--- config.mk ---
export PLATFORM = sky130hd
export DESIGN_NAME = i2c_regslave
export DESIGN_NICKNAME = d
export VERILOG_FILES = /design/src/rtl/i2c_rs_pkg.sv /design/src/rtl/i2c_rs_sync.sv /design/src/rtl/i2c_rs_regfile.sv /design/src/rtl/i2c_rs_timeout.sv /design/src/rtl/i2c_rs_ctrl.sv /design/src/rtl/i2c_regslave.sv
export SDC_FILE = /design/constraint.sdc
export NUM_CORES = 1
export LEC_CHECK = 0
export ABC_AREA = 0
export BUFFER_PORTS_ARGS = -buffer_cell sky130_fd_sc_hd__buf_2
export CORE_AREA = 2 2 146 148
export DETAILED_ROUTE_END_ITERATION = 6
export DIE_AREA = 0 0 148 150
export PLACE_DENSITY = 0.77
export SYNTH_ARGS = -nofsm -noshare
export SYNTH_HDL_FRONTEND = slang
export SYNTH_HIERARCHICAL = 1
export SYNTH_SLANG_ARGS = --single-unit
--- constraint.sdc ---
create_clock -name clk -period 3.8 [get_ports clk]
set_input_delay 0.76 -clock clk [delete_from_list [all_inputs] [get_ports clk]]
set_output_delay 0.76 -clock clk [all_outputs]
set_load 0.005 [all_outputs]
--- src/rtl/i2c_rs_pkg.sv ---
package i2c_rs_pkg;
   localparam int BYTE_W = 8;
   localparam int BCNT_W = $clog2(BYTE_W + 1);

   typedef logic [BYTE_W-1:0] byte_t;

   typedef enum logic [2:0] {
      ST_IDLE,
      ST_ADDR,
      ST_AACK,
      ST_WRX,
      ST_WACK,
      ST_RTX,
      ST_RACK
   } rs_state_t;
endpackage

--- src/rtl/i2c_rs_sync.sv ---
module i2c_rs_sync #(
   parameter int STAGES = 2
) (
   input  logic clk,
   input  logic rst_n,
   input  logic scl_i,
   input  logic sda_i,
   output logic scl_s,
   output logic sda_s,
   output logic scl_rise,
   output logic scl_fall,
   output logic start_det,
   output logic stop_det
);
   localparam int NSIG = 2;

   logic [NSIG-1:0] raw_vec;
   logic [NSIG-1:0] syn_vec;
   logic [NSIG-1:0] prv_vec;

   assign raw_vec = {sda_i, scl_i};

   genvar g;
   generate
      for (g = 0; g < NSIG; g++) begin : g_line
         logic [STAGES-1:0] pipe;
         always_ff @(posedge clk or negedge rst_n) begin
            if (!rst_n) pipe <= '1;
            else        pipe <= {pipe[STAGES-2:0], raw_vec[g]};
         end
         assign syn_vec[g] = pipe[STAGES-1];
      end
   endgenerate

   always_ff @(posedge clk or negedge rst_n) begin
      if (!rst_n) prv_vec <= '1;
      else        prv_vec <= syn_vec;
   end

   assign scl_s     = syn_vec[0];
   assign sda_s     = syn_vec[1];
   assign scl_rise  =  syn_vec[0] & ~prv_vec[0];
   assign scl_fall  = ~syn_vec[0] &  prv_vec[0];
   assign start_det =  syn_vec[0] &  prv_vec[0] & prv_vec[1] & ~syn_vec[1];
   assign stop_det  =  syn_vec[0] &  prv_vec[0] & ~prv_vec[1] & syn_vec[1];
endmodule

--- src/rtl/i2c_rs_regfile.sv ---
module i2c_rs_regfile #(
   parameter int NUM_REGS = 17,
   parameter int AW       = 8,
   parameter int DW       = 8
) (
   input  logic          clk,
   input  logic          rst_n,
   input  logic          we,
   input  logic [AW-1:0] waddr,
   input  logic [DW-1:0] wdata,
   input  logic [AW-1:0] raddr_a,
   output logic [DW-1:0] rdata_a,
   input  logic [AW-1:0] raddr_b,
   output logic [DW-1:0] rdata_b
);
   logic [DW-1:0] mem [NUM_REGS];

   genvar i;
   generate
      for (i = 0; i < NUM_REGS; i++) begin : g_reg
         always_ff @(posedge clk or negedge rst_n) begin
            if (!rst_n)                          mem[i] <= '0;
            else if (we && waddr == AW'(i))      mem[i] <= wdata;
         end
      end
   endgenerate

   always_comb begin
      rdata_a = '0;
      rdata_b = '0;
      for (int k = 0; k < NUM_REGS; k++) begin
         if (raddr_a == AW'(k)) rdata_a = mem[k];
         if (raddr_b == AW'(k)) rdata_b = mem[k];
      end
   end
endmodule

--- src/rtl/i2c_rs_timeout.sv ---
module i2c_rs_timeout #(
   parameter int LIMIT = 3500000
) (
   input  logic clk,
   input  logic rst_n,
   input  logic scl_s,
   input  logic armed,
   output logic expire
);
   localparam int CW = $clog2(LIMIT + 1);

   logic [CW-1:0] cnt;

   always_ff @(posedge clk or negedge rst_n) begin
      if (!rst_n)              cnt <= '0;
      else if (scl_s || !armed) cnt <= '0;
      else                     cnt <= cnt + 1'b1;
   end

   assign expire = armed && !scl_s && (cnt == CW'(LIMIT - 1));
endmodule

--- src/rtl/i2c_rs_ctrl.sv ---
module i2c_rs_ctrl
   import i2c_rs_pkg::*;
#(
   parameter logic [6:0] DEV_ADDR = 7'h68,
   parameter int         NUM_REGS = 17
) (
   input  logic  clk,
   input  logic  rst_n,
   input  logic  sda_s,
   input  logic  scl_rise,
   input  logic  scl_fall,
   input  logic  start_det,
   input  logic  stop_det,
   input  logic  timeout,
   input  byte_t rd_data,
   output byte_t rd_addr,
   output logic  we,
   output byte_t waddr,
   output byte_t wdata,
   output logic  sda_oe,
   output logic  armed
);
   localparam byte_t LAST = byte_t'(NUM_REGS - 1);

   rs_state_t         state;
   logic [BCNT_W-1:0] bitcnt;
   byte_t             shreg;
   byte_t             tx;
   byte_t             ptr;
   logic              ptr_phase;
   logic              rw;
   logic              mack;
   byte_t             ptr_nxt;
   logic              byte_end;

   assign ptr_nxt  = (ptr == LAST) ? '0 : ptr + 1'b1;
   assign byte_end = scl_fall && (bitcnt == BCNT_W'(BYTE_W));
   assign armed    = (state != ST_IDLE);
   assign rd_addr  = ptr;
   assign waddr    = ptr;
   assign wdata    = shreg;
   assign we       = (state == ST_WRX) && byte_end && !ptr_phase &&
                     !timeout && !start_det && !stop_det;

   always_ff @(posedge clk or negedge rst_n) begin
      if (!rst_n) begin
         state     <= ST_IDLE;
         bitcnt    <= '0;
         shreg     <= '0;
         tx        <= '0;
         ptr       <= '0;
         ptr_phase <= 1'b0;
         rw        <= 1'b0;
         mack      <= 1'b0;
         sda_oe    <= 1'b0;
      end else if (timeout) begin
         state  <= ST_IDLE;
         sda_oe <= 1'b0;
      end else if (start_det) begin
         state     <= ST_ADDR;
         bitcnt    <= '0;
         ptr_phase <= 1'b1;
         sda_oe    <= 1'b0;
      end else if (stop_det) begin
         state  <= ST_IDLE;
         sda_oe <= 1'b0;
      end else begin
         unique case (state)
            ST_ADDR: begin
               if (scl_rise) begin
                  shreg  <= {shreg[BYTE_W-2:0], sda_s};
                  bitcnt <= bitcnt + 1'b1;
               end else if (byte_end) begin
                  bitcnt <= '0;
                  if (shreg[BYTE_W-1:1] == DEV_ADDR) begin
                     rw     <= shreg[0];
                     sda_oe <= 1'b1;
                     state  <= ST_AACK;
                  end else begin
                     state <= ST_IDLE;
                  end
               end
            end
            ST_AACK: begin
               if (scl_fall) begin
                  bitcnt <= '0;
                  if (rw) begin
                     tx     <= {rd_data[BYTE_W-2:0], 1'b0};
                     sda_oe <= ~rd_data[BYTE_W-1];
                     state  <= ST_RTX;
                  end else begin
                     sda_oe <= 1'b0;
                     state  <= ST_WRX;
                  end
               end
            end
            ST_WRX: begin
               if (scl_rise) begin
                  shreg  <= {shreg[BYTE_W-2:0], sda_s};
                  bitcnt <= bitcnt + 1'b1;
               end else if (byte_end) begin
                  bitcnt <= '0;
                  sda_oe <= 1'b1;
                  state  <= ST_WACK;
                  if (ptr_phase) begin
                     ptr       <= shreg;
                     ptr_phase <= 1'b0;
                  end else begin
                     ptr <= ptr_nxt;
                  end
               end
            end
            ST_WACK: begin
               if (scl_fall) begin
                  sda_oe <= 1'b0;
                  state  <= ST_WRX;
               end
            end
            ST_RTX: begin
               if (scl_rise) begin
                  bitcnt <= bitcnt + 1'b1;
               end else if (byte_end) begin
                  bitcnt <= '0;
                  sda_oe <= 1'b0;
                  ptr    <= ptr_nxt;
                  state  <= ST_RACK;
               end else if (scl_fall) begin
                  sda_oe <= ~tx[BYTE_W-1];
                  tx     <= {tx[BYTE_W-2:0], 1'b0};
               end
            end
            ST_RACK: begin
               if (scl_rise) begin
                  mack <= ~sda_s;
               end else if (scl_fall) begin
                  if (mack) begin
                     tx     <= {rd_data[BYTE_W-2:0], 1'b0};
                     sda_oe <= ~rd_data[BYTE_W-1];
                     state  <= ST_RTX;
                  end else begin
                     state <= ST_IDLE;
                  end
               end
            end
            default: ;
         endcase
      end
   end
endmodule

--- src/rtl/i2c_regslave.sv ---
module i2c_regslave
   import i2c_rs_pkg::*;
#(
   parameter logic [6:0] DEV_ADDR    = 7'h68,
   parameter int         NUM_REGS    = 17,
   parameter int         SYNC_STAGES = 2,
   parameter int         TIMEOUT_CYC = 3500000
) (
   input  logic              clk,
   input  logic              rst_n,
   input  logic              scl_i,
   input  logic              sda_i,
   output logic              sda_oe,
   input  logic [BYTE_W-1:0] host_raddr,
   output logic [BYTE_W-1:0] host_rdata
);
   generate
      if (NUM_REGS < 1 || NUM_REGS > 256) begin : g_bad_regs
         $error("NUM_REGS must lie in 1..256");
      end
      if (SYNC_STAGES < 2) begin : g_bad_sync
         $error("SYNC_STAGES must be at least 2");
      end
      if (TIMEOUT_CYC < 16) begin : g_bad_to
         $error("TIMEOUT_CYC must be at least 16");
      end
   endgenerate

   logic  scl_s, sda_s, scl_rise, scl_fall, start_det, stop_det;
   logic  timeout, armed, we;
   byte_t rd_addr, rd_data, waddr, wdata;

   i2c_rs_sync #(.STAGES(SYNC_STAGES)) u_sync (
      .clk       (clk),
      .rst_n     (rst_n),
      .scl_i     (scl_i),
      .sda_i     (sda_i),
      .scl_s     (scl_s),
      .sda_s     (sda_s),
      .scl_rise  (scl_rise),
      .scl_fall  (scl_fall),
      .start_det (start_det),
      .stop_det  (stop_det)
   );

   i2c_rs_timeout #(.LIMIT(TIMEOUT_CYC)) u_wdog (
      .clk    (clk),
      .rst_n  (rst_n),
      .scl_s  (scl_s),
      .armed  (armed),
      .expire (timeout)
   );

   i2c_rs_ctrl #(.DEV_ADDR(DEV_ADDR), .NUM_REGS(NUM_REGS)) u_ctrl (
      .clk       (clk),
      .rst_n     (rst_n),
      .sda_s     (sda_s),
      .scl_rise  (scl_rise),
      .scl_fall  (scl_fall),
      .start_det (start_det),
      .stop_det  (stop_det),
      .timeout   (timeout),
      .rd_data   (rd_data),
      .rd_addr   (rd_addr),
      .we        (we),
      .waddr     (waddr),
      .wdata     (wdata),
      .sda_oe    (sda_oe),
      .armed     (armed)
   );

   i2c_rs_regfile #(.NUM_REGS(NUM_REGS), .AW(BYTE_W), .DW(BYTE_W)) u_rf (
      .clk     (clk),
      .rst_n   (rst_n),
      .we      (we),
      .waddr   (waddr),
      .wdata   (wdata),
      .raddr_a (rd_addr),
      .rdata_a (rd_data),
      .raddr_b (host_raddr),
      .rdata_b (host_rdata)
   );
endmodule

==> out/metrics.csv, run 1 <==
metric;value;unit
outcome;finished, final reports clean;
Max Transition Viols Final;0;
first-pass GRT wire length;53700;µm
Mapped Cells;1150;
Bufs on Longest Clock Path;2;
layout cells sized above 1;0.287;
initial antenna violation count;0;
largest family of logic cells by synthesized area;multiplexers;
DR vias/cell;6.78;
number of global-route vias before repair;9516;
reg2reg end;u_rf/mem[79];
number of I/O pins;21;
Post-Synth XOR/XNOR Area;0.00813;
vias;9878;
final period utilization;0.946;
CP required;4.13;ns
Synth Area in Adders;0.00528;
core area;0.0207;mm²
largest net degree at the start of global routing;85;
Num CTS Buffers;17;
CP Capture Type;register;
Hold WS;0.354;ns
Core Rows;53;
number of synthesized flops with an enable pin;0;
post-synthesis simple-gate area fraction;0.163;
diode count;0;
multiplexer share of the synthesized area;0.213;
kind of critical path;register to register;
r2r setup slk;0.20;ns
peak supply drop;0.268;mV
Worst-Margin Slew;1.01;ns
GPL Wtd Cong;0.957;
Clock Pin Slew Worst Setup and Hold Paths;0.08;ns
Leak Pwr;5.64;nW
RSZ-0062 raised after global routing;no;
pwr dens;352;mW/mm²
Max transition margin;0.318;
hold crit path type;primary input to asynchronous set/reset pin;
ys flop type;dfrtp_1;
TritonRoute pass-1 iters;6;
startpoint types;register;
Tmin final;3.60;ns
CP Max Fanout;8;
total grt overflow;0;
root buffer cell;clkbuf_16;
Mapped Area;0.0118;mm²
Max H-tree Level;4;
Hold Vio Cnt, Final;0;
synthesis warning total;6;
Setup Skew;0.00965;ns
critical path arrival;3.93;ns
RR Startpoint;u_ctrl/state[1];
Finish-stage setup viols;0;
full die area;0.0222;mm²
Routed WL;34400;µm
Nets;1187;
FFs w/ async S/R, synth;1.00;
die width;148;µm
final instance area;0.0131;mm²
setup TNS;0;ns
chip height;150;µm
clock latency on the worst-skew pair;0.45;ns
# clock sinks;198;
post-synthesis sequential area ratio;0.419;
DP HPWL;23700;µm
mean area per synthesized cell;10.3;µm²
CTS tree;built;
Synth Net Count;1167;
Synth Register Bits;198;
Detailed Route Iter0 Violations;1092;
Post-DRT Antenna Nets;0;
# port buffers;20;
Synth Area in Compound Gates;0.153;
Yosys cell types;89;
P&R area growth vs syn;10.3;%
DR DRC count;0;
starting density of the core;0.573;
CTS hold repair buffers;0;
dpl cell area;0.0124;mm²
number of max-cap violations;0;
R2R depth;13;
Fill cells;1702;
fmax;278;MHz
Routed WL per cell;23.6;µm
Global Route Usage Sum;0.313;
## cell usage after synthesis (all sizes together) (9+ instances only)
| master | n | area [µm²] |
|---|---|---|
| o22ai | 9 | 56.3 |
| nor2 | 79 | 327 |
| o21ai | 65 | 325 |
| dfrtp | 192 | 4800 |
| buf | 35 | 191 |
| nand3b | 9 | 67.6 |
| nor3 | 23 | 136 |
| nand4 | 11 | 75.1 |
| or3 | 10 | 65.1 |
| mux2 | 159 | 1820 |
| clkbuf | 45 | 169 |
| nand2b | 15 | 101 |
| nand3 | 28 | 158 |
| nor2b | 22 | 138 |
| a22o | 10 | 87.6 |
| nor3b | 9 | 95.1 |
| inv | 28 | 105 |
| a31oi | 12 | 75.1 |
| mux2i | 34 | 340 |
| nand2 | 81 | 304 |
| nor4 | 13 | 103 |
| a22oi | 18 | 135 |
| mux4 | 16 | 360 |
| a21oi | 69 | 349 |
## state kept, by name, indices dropped and copies added (netlist names)
signal,cells
u_sync/g_line.pipe,4
u_ctrl/wdata,8
u_ctrl/rw,1
u_ctrl/mack,1
u_ctrl/ptr_phase,1
u_ctrl/tx,7
u_ctrl/bitcnt,4
u_wdog/cnt,22
u_rf/mem,136
u_ctrl/state,3
u_ctrl/sda_oe,1
u_sync/prv_vec,2
u_ctrl/rd_addr,8
## how the worst max path moves through the flow
stage / from / to / slack (ns) / cells after the start
after floorplan: u_ctrl/state[1] / u_rf/mem[128] / 0.02 / 16
after global placement: u_ctrl/state[1] / u_rf/mem[131] / 0.15 / 13
after detailed placement: u_ctrl/state[1] / u_rf/mem[128] / 0.09 / 13
after CTS: u_ctrl/state[1] / u_rf/mem[131] / 0.05 / 13
after global routing: u_ctrl/state[1] / u_rf/mem[57] / 0.01 / 14
final: u_ctrl/state[1] / u_rf/mem[79] / 0.20 / 13
## stage by stage
stage / setup WS, ns / total power, mW / instances / util
after floorplan: 0.0227 / 2.53 / 1150 / -
after global placement: 0.153 / 2.79 / 1424 / 0.602
after detailed placement: 0.0906 / 2.80 / 1424 / 0.602
after CTS: 0.0489 / 4.60 / 1456 / 0.629
after global routing: 0.0149 / 4.74 / 1458 / 0.632
final: 0.205 / 4.60 / 1458 / 0.632
## critical path: stages, from the launching register on
cell      delay [ns]
dfrtp_1         0.39
nor2_2          0.12
nand2_1         0.07
nor2b_2         0.18
nand3b_1        0.11
nor4_1          0.06
and3_2          0.21
or4b_4          0.52
nor4_1          0.16
or4b_4          0.52
nor2_2          0.19
nand3_2         0.20
nor2_4          0.38
mux2_2          0.38
## layout make-up
cell class                 count  area, µm²  area share
clock buffer                  17        425      0.0325
clock inverter                15        153      0.0117
sequential                   198       4970       0.380
timing repair buffer          81        617      0.0472
tap                          275        344      0.0263
multi-input combinational    844       6460       0.494
inverter                      28        105     0.00804
## what timing repair did
action	4_1_cts	5_1_grt
buffers inserted	0	2
endpoints found under the hold margin	0	0
gates resized for setup	0	2
setup endpoints to repair	0	24
## metal layers
layer | up-vias | global-route usage | share of wire
li1 | 4351 | - | -
met1 | 4857 | 0.418 | 0.40
met2 | 555 | 0.501 | 0.47
met3 | 115 | 0.0604 | 0.085
met4 | 0 | 0.140 | 0.048
met5 | - | 0 | 0
## logic make-up after synthesis
kind of cell	after synthesis
fa+ha+maj	5
mux	209
xor+xnor	11
buf+inv	108
compound gates	275
simple gates	344
flops	198
## where the power goes
part | internal [mW] | switching [mW]
combinational | 0.143 | 0.281
clock | 0.886 | 0.940
sequential | 2.15 | 0.199
total | 3.18 | 1.42
## placed cells by master (no fill, tap or decap), types with 7 or more instances in the layout
cell and count:
a21o_1 8, a21oi_1 68, a221oi_1 8, a22o_1 10, a22oi_1 18, a31oi_1 12, and2_1 8, buf_2 19
buf_4 57, clkbuf_16 17, dfrtp_1 189, inv_1 28, mux2_2 150, mux2_4 8, mux2i_1 34, mux4_2 16
nand2_1 81, nand2b_1 14, nand3_1 25, nand3b_1 9, nand4_1 10, nor2_1 65, nor2_2 10, nor2b_1 21
nor3_1 20, nor4_1 11, o211ai_1 7, o21ai_0 65, o221ai_1 8, o22ai_1 9, o31ai_1 8, or3_1 7
or4_1 7
No activity file was read; power rests on OpenSTA's default activity.
==> inputs of run 2 (changes only) <==
- ABC_AREA: 0 -> 1
- PLACE_DENSITY: 0.77 -> 0.76
==> run 2 against run 1 <==
Effect of this change: synthesized cell count increased by 39%; cell area down 4.3%; clock-buffer cell count is 2 higher; critical endpoint is now host_rdata[5]; cell count increased by 30%; via count rose by 7.2%; critical path depth rose by 2.
==> out/metrics.csv, run 2 <==
metric;value;unit
outcome;finished, final reports clean;
GPL Wtd Cong;0.929;
clock latency on the worst-skew pair;0.44;ns
area occupied by multi-input gates;0.00573;mm²
pwr dens;320;mW/mm²
Worst-Margin Slew;1.01;ns
P&R area growth vs syn;6.91;%
Max Transition Viols Final;0;
Nets;1630;
Num CTS Buffers;17;
RSZ-0062 raised after global routing;no;
commonest cells after routing, fill and taps aside;486 x nand2_1, 192 x dfrtp_1, 191 x nor2_1;
setup TNS;0;ns
CP Capture Type;output pin;
Detailed Route Iter0 Violations;912;
number of max-cap violations;0;
TritonRoute pass-1 iters;5;
largest net degree at the start of global routing;101;
PnR Total Power;4.00;mW
cell family with most CP delay;simple AND/OR/NAND/NOR gates;
crit path buf inv count;2;
reg2reg end;u_rf/mem[122];
RR Startpoint;u_ctrl/state[1];
Leak Pwr;5.49;nW
full die area;0.0222;mm²
dominant cell type by area after synthesis;dfrtp_1;
WP depth;15;
CP required;3.04;ns
CTS hold repair buffers;0;
Setup Skew;0.0115;ns
Fill cells;1924;
R2R depth;14;
final instance area;0.0125;mm²
Core Rows;53;
Clock Pin Slew Worst Setup and Hold Paths;0.07;ns
critical path arrival;2.61;ns
kind of critical path;primary input to output pin;
core area;0.0207;mm²
Mapped Area;0.0117;mm²
ranking of synthesized cells by area;dfrtp_1 41%, nand2_1 16%, nor2_1 6.1%;
dpl cell area;0.0119;mm²
number of global-route vias before repair;9786;
Top reg by flops;u_rf/mem;
Routed WL;32300;µm
placed instance count;1869;
Worst Setup EP;host_rdata[5];
most common cell after layout, fill and taps aside;nand2_1;
first-pass GRT wire length;52400;µm
Post-DRT Antenna Nets;0;
Max H-tree Level;4;
ys flop type;dfrtp_1;
root buffer cell;clkbuf_16;
Synth Net Count;1621;
chip height;150;µm
number of synthesized flops with an enable pin;0;
DP HPWL;23300;µm
startpoint types;primary input;
Mapped Cells;1604;
layout cells sized above 1;0.134;
Post-CTS Resized;0;
diode count;0;
Synth Register Bits;198;
FFs w/ async S/R, synth;1.00;
Finish-stage setup viols;0;
DR DRC count;0;
max FFs per register;136;
top flop regs;u_rf/mem: 136 flops, u_wdog/cnt: 22 flops;
hold crit path type;register to register;
Yosys cell types;44;
peak supply drop;0.308;mV
Critical path origin;host_raddr[5];
non-filler cells, final;1900;
count leader, synth;nand2_1;
# clock sinks;198;
die width;148;µm
starting density of the core;0.565;
# port buffers;20;
DR vias/cell;5.58;
Tmin final;3.37;ns
Global Route Usage Sum;0.302;
number of I/O pins;21;
CP most frequent cell;nor2_1;
CP cell instances;buf_2 > nor2_1 > nand2_2 > nor2_1 > nand2_1 > nand2_1 > nor2_1 > nand4_1 > nor2_1 > nand4_1 > nor2_1 > nand4_1 > nand2_1 > nand3_1 > buf_2;
Routed WL per cell;17.0;µm
Hold Vio Cnt, Final;0;
CP Max Fanout;8;
r2r setup slk;0.55;ns
register area;0.00496;mm²
final period utilization;0.886;
vias;10594;
Setup Fix Bufs, Post-CTS;0;
slowest CP cell;nor2_1;
Synth top cells by count;486 x nand2_1, 192 x dfrtp_1, 191 x nor2_1;
initial antenna violation count;2;
mean area per synthesized cell;7.29;µm²
Max transition margin;0.327;
post-synthesis sequential area ratio;0.424;
fmax;297;MHz
Yosys top cell area share;0.411;
CTS tree;built;
Bufs on Longest Clock Path;2;
synthesis warning total;6;
slowest stage delay, CP;0.51;ns
total grt overflow;0;
[run 2: changes by cell type in the layout (fill, tap and decap cells not counted), sizes merged, moves of 18 or more]
cell / previous run / this run
nor2b: 22 / 0
a22oi: 18 / 0
buf: 80 / 32
nand3: 28 / 98
mux2i: 34 / 6
nand4: 11 / 65
inv: 40 / 186
nor2: 79 / 223
nand2: 81 / 524
mux2: 159 / 0
a21oi: 69 / 28
o21ai: 65 / 177
[run 2: worst min-delay path by stage]
stage                                    end                     start  slack (ns)  depth (start not counted)
floorplan           u_sync/g_line[0].pipe[1]  u_sync/g_line[0].pipe[0]        0.35                          0
global placement    u_sync/g_line[0].pipe[1]  u_sync/g_line[0].pipe[0]        0.35                          0
detailed placement  u_sync/g_line[0].pipe[1]  u_sync/g_line[0].pipe[0]        0.35                          0
CTS                 u_sync/g_line[0].pipe[1]  u_sync/g_line[0].pipe[0]        0.36                          0
global route        u_sync/g_line[0].pipe[1]  u_sync/g_line[0].pipe[0]        0.36                          0
finish              u_sync/g_line[1].pipe[1]  u_sync/g_line[1].pipe[0]        0.36                          0
[run 2: layout make-up]
class | instances | share of cell area
timing repair buffer | 33 | 0.0175
clock buffer | 19 | 0.0362
inverter | 181 | 0.0549
tap | 275 | 0.0275
clock inverter | 12 | 0.00910
multi-input combinational | 1182 | 0.458
sequential | 198 | 0.397
[run 2: kinds of logic after synthesis]
family                     count (synthesis)  share of synthesized area
DFF                                      198                      0.424
xor gates and xnor gates                   4                    0.00300
adders and majority gates                  5                    0.00535
buffers and inverters                    224                     0.0862
AOI/OAI and AO/OA                        217                      0.108
and+or+nand+nor                          950                      0.368
muxes                                      6                    0.00513
[run 2: where the power goes]
part / switching [mW] / internal [mW] / total (mW)
registers: 0.00707 / 2.12 / 2.12
logic: 0.0990 / 0.0252 / 0.124
clock network: 0.856 / 0.895 / 1.75
[run 2: layer usage]
layer | global-route usage | part of all wire | up-vias
li1 | - | - | 5182
met1 | 0.432 | 0.46 | 4999
met2 | 0.482 | 0.46 | 365
met3 | 0.0460 | 0.061 | 48
met4 | 0.0786 | 0.018 | 0
met5 | 0 | 0 | -
[run 2: per-stage QoR]
stage / hold WS, ns / setup WS [ns] / util
floorplan: 0.345 / 0.902 / -
global placement: 0.346 / 0.455 / 0.577
detailed placement: 0.347 / 0.484 / 0.577
CTS: 0.358 / 0.459 / 0.604
global route: 0.364 / 0.221 / 0.604
finish: 0.357 / 0.434 / 0.604
[run 2: worst reg2reg max path, stage by stage (launching register included)]
cell	delay (ns)
dfrtp_1	0.52
nor2_2	0.25
nand2_1	0.11
inv_1	0.08
nor2_2	0.05
nand4_1	0.09
nor2_1	0.09
nor2_1	0.18
nand2_1	0.14
nor4_1	0.30
buf_4	0.21
nand2_1	0.06
inv_1	0.13
nand4_1	0.55
o21ai_0	0.39
==> inputs of run 3 (changes only) <==
- RECOVER_POWER: unset -> 25
==> run 3 against run 2 <==
Effect of this change: largest cell class unchanged; highest routed layer unchanged; via count decreased by 0.12%; sequential power about the same; die area unchanged; clock-buffer cell count unchanged; sequential share of layout area about the same; largest power group unchanged; combinational power about the same; critical path type unchanged; wire length decreased by 0.13%; the run now ends with capacitance limit, slew limit left; critical endpoint unchanged.
==> out/metrics.csv, run 3 (synthesis gave the netlist of run 2 again) <==
metric;value;unit
DR DRC count;0;
setup TNS;0;ns
Max transition margin;-0.687;
TritonRoute pass-1 iters;5;
hold crit path type;register to register;
Max Transition Viols Final;100;
starting density of the core;0.565;
max FFs per register;136;
CTS hold repair buffers;0;
CP Max Fanout;8;
Clk pwr share;0.438;
CTS tree;built;
Global Route Usage Sum;0.302;
crit path buf inv count;2;
root buffer cell;clkbuf_16;
P&R area growth vs syn;6.84;%
Num CTS Buffers;17;
CP most frequent cell;nor2_1;
Sw Pwr;0.961;mW
GPL Wtd Cong;0.929;
most common cell after layout, fill and taps aside;nand2_1;
slowest stage delay, CP;0.51;ns
Post-DRT Antenna Nets;0;
first-pass GRT wire length;52400;µm
register area;0.00496;mm²
sw frac;0.241;
Tmin final;3.38;ns
final worst setup slack;0.424;ns
Fill cells;1927;
cell family with most CP delay;simple AND/OR/NAND/NOR gates;
Setup Skew;0.0119;ns
Hold Vio Cnt, Final;0;
# port buffers;20;
DR vias/cell;5.57;
number of global-route vias before repair;9786;
Sequential Power Share;0.531;
startpoint types;primary input;
full die area;0.0222;mm²
CP cell instances;buf_2 > nor2_1 > nand2_2 > nor2_1 > nand2_1 > nand2_1 > nor2_1 > nand4_1 > nor2_1 > nand4_1 > nor2_1 > nand4_1 > nand2_1 > nand3_1 > buf_2;
Leak Pwr;5.49;nW
peak supply drop;0.309;mV
fmax;296;MHz
number of I/O pins;21;
Max H-tree Level;4;
slowest CP cell;nor2_1;
initial antenna violation count;2;
Worst-Margin Slew;2.53;ns
top flop regs;u_rf/mem: 136 flops, u_wdog/cnt: 22 flops;
critical path arrival;2.62;ns
combinational share of power;0.031;
area occupied by multi-input gates;0.00573;mm²
Hold WS;0.362;ns
die width;148;µm
vias;10581;
clock latency on the worst-skew pair;0.44;ns
pwr dens;320;mW/mm²
commonest cells after routing, fill and taps aside;486 x nand2_1, 192 x dfrtp_1, 191 x nor2_1;
CP required;3.04;ns
RR Startpoint;u_ctrl/state[1];
Critical path origin;host_raddr[5];
number of max-cap violations;1;
kind of critical path;primary input to output pin;
Routed WL per cell;17.0;µm
Core Rows;53;
Detailed Route Iter0 Violations;913;
Top reg by flops;u_rf/mem;
Finish-stage setup viols;0;
failing checks;capacitance limit, slew limit;
Routed WL;32300;µm
DP HPWL;23300;µm
layout cells sized above 1;0.133;
total grt overflow;0;
diode count;0;
largest net degree at the start of global routing;101;
final period utilization;0.889;
Bufs on Longest Clock Path;2;
pre-CTS WS;0.484;ns
Nets;1630;
outcome;complete, but fails checks;
Setup Fix Bufs, Post-CTS;0;
CP Capture Type;output pin;
core area;0.0207;mm²
Clock Pin Slew Worst Setup and Hold Paths;0.07;ns
# clock sinks;198;
hold_sp;u_sync/g_line[1].pipe[0];
chip height;150;µm
Pint;3.03;mW
RSZ-0062 raised after global routing;no;
Post-CTS Resized;0;
## run 3: worst paths after layout
| kind | to | slack (ns) | depth (start not counted) |
|---|---|---|---|
| max | host_rdata[5] | 0.42 | 15 |
| min | u_sync/g_line[1].pipe[1] | 0.36 | 0 |
| max reg2reg | u_rf/mem[33] | 0.53 | 15 |
| min reg2reg | u_sync/g_line[1].pipe[1] | 0.36 | 0 |
| max in group asynchronous | u_rf/mem[48] | 1.21 | 1 |
| min in group asynchronous | u_wdog/cnt[11] | 1.10 | 1 |
## run 3: routing by layer
layer,vias up,track usage,wire (µm)
li1,5173,-,-
met1,4977,0.432,14800
met2,378,0.482,15000
met3,53,0.0460,1960
met4,0,0.0786,582
met5,-,0,0
## run 3: area by class of cell
cell class,instances,area share
Clock buffer,19,0.0362
Inverter,181,0.0550
Multi-Input combinational cell,1182,0.458
Sequential cell,198,0.397
Timing Repair Buffer,33,0.0168
Tap cell,275,0.0275
Clock inverter,12,0.00911
## run 3: power by group through the flow
stage,registers [mW],clock network (mW),logic (mW)
after floorplan,2.16,0,0.0489
after global placement,2.16,0,0.125
after detailed placement,2.16,0,0.126
after CTS,2.12,1.78,0.127
after global routing,2.12,1.87,0.141
final,2.12,1.75,0.124
## run 3: per-stage QoR
step | utilization | total power [mW] | instance area, µm² | cells
3_3_place_gp | 0.577 | 2.29 | 11900 | 1869
5_1_grt | 0.604 | 4.13 | 12500 | 1900
6_report | 0.604 | 4.00 | 12500 | 1900
2_1_floorplan | - | 2.21 | 11700 | 1604
3_5_place_dp | 0.577 | 2.29 | 11900 | 1869
4_1_cts | 0.604 | 4.03 | 12500 | 1900
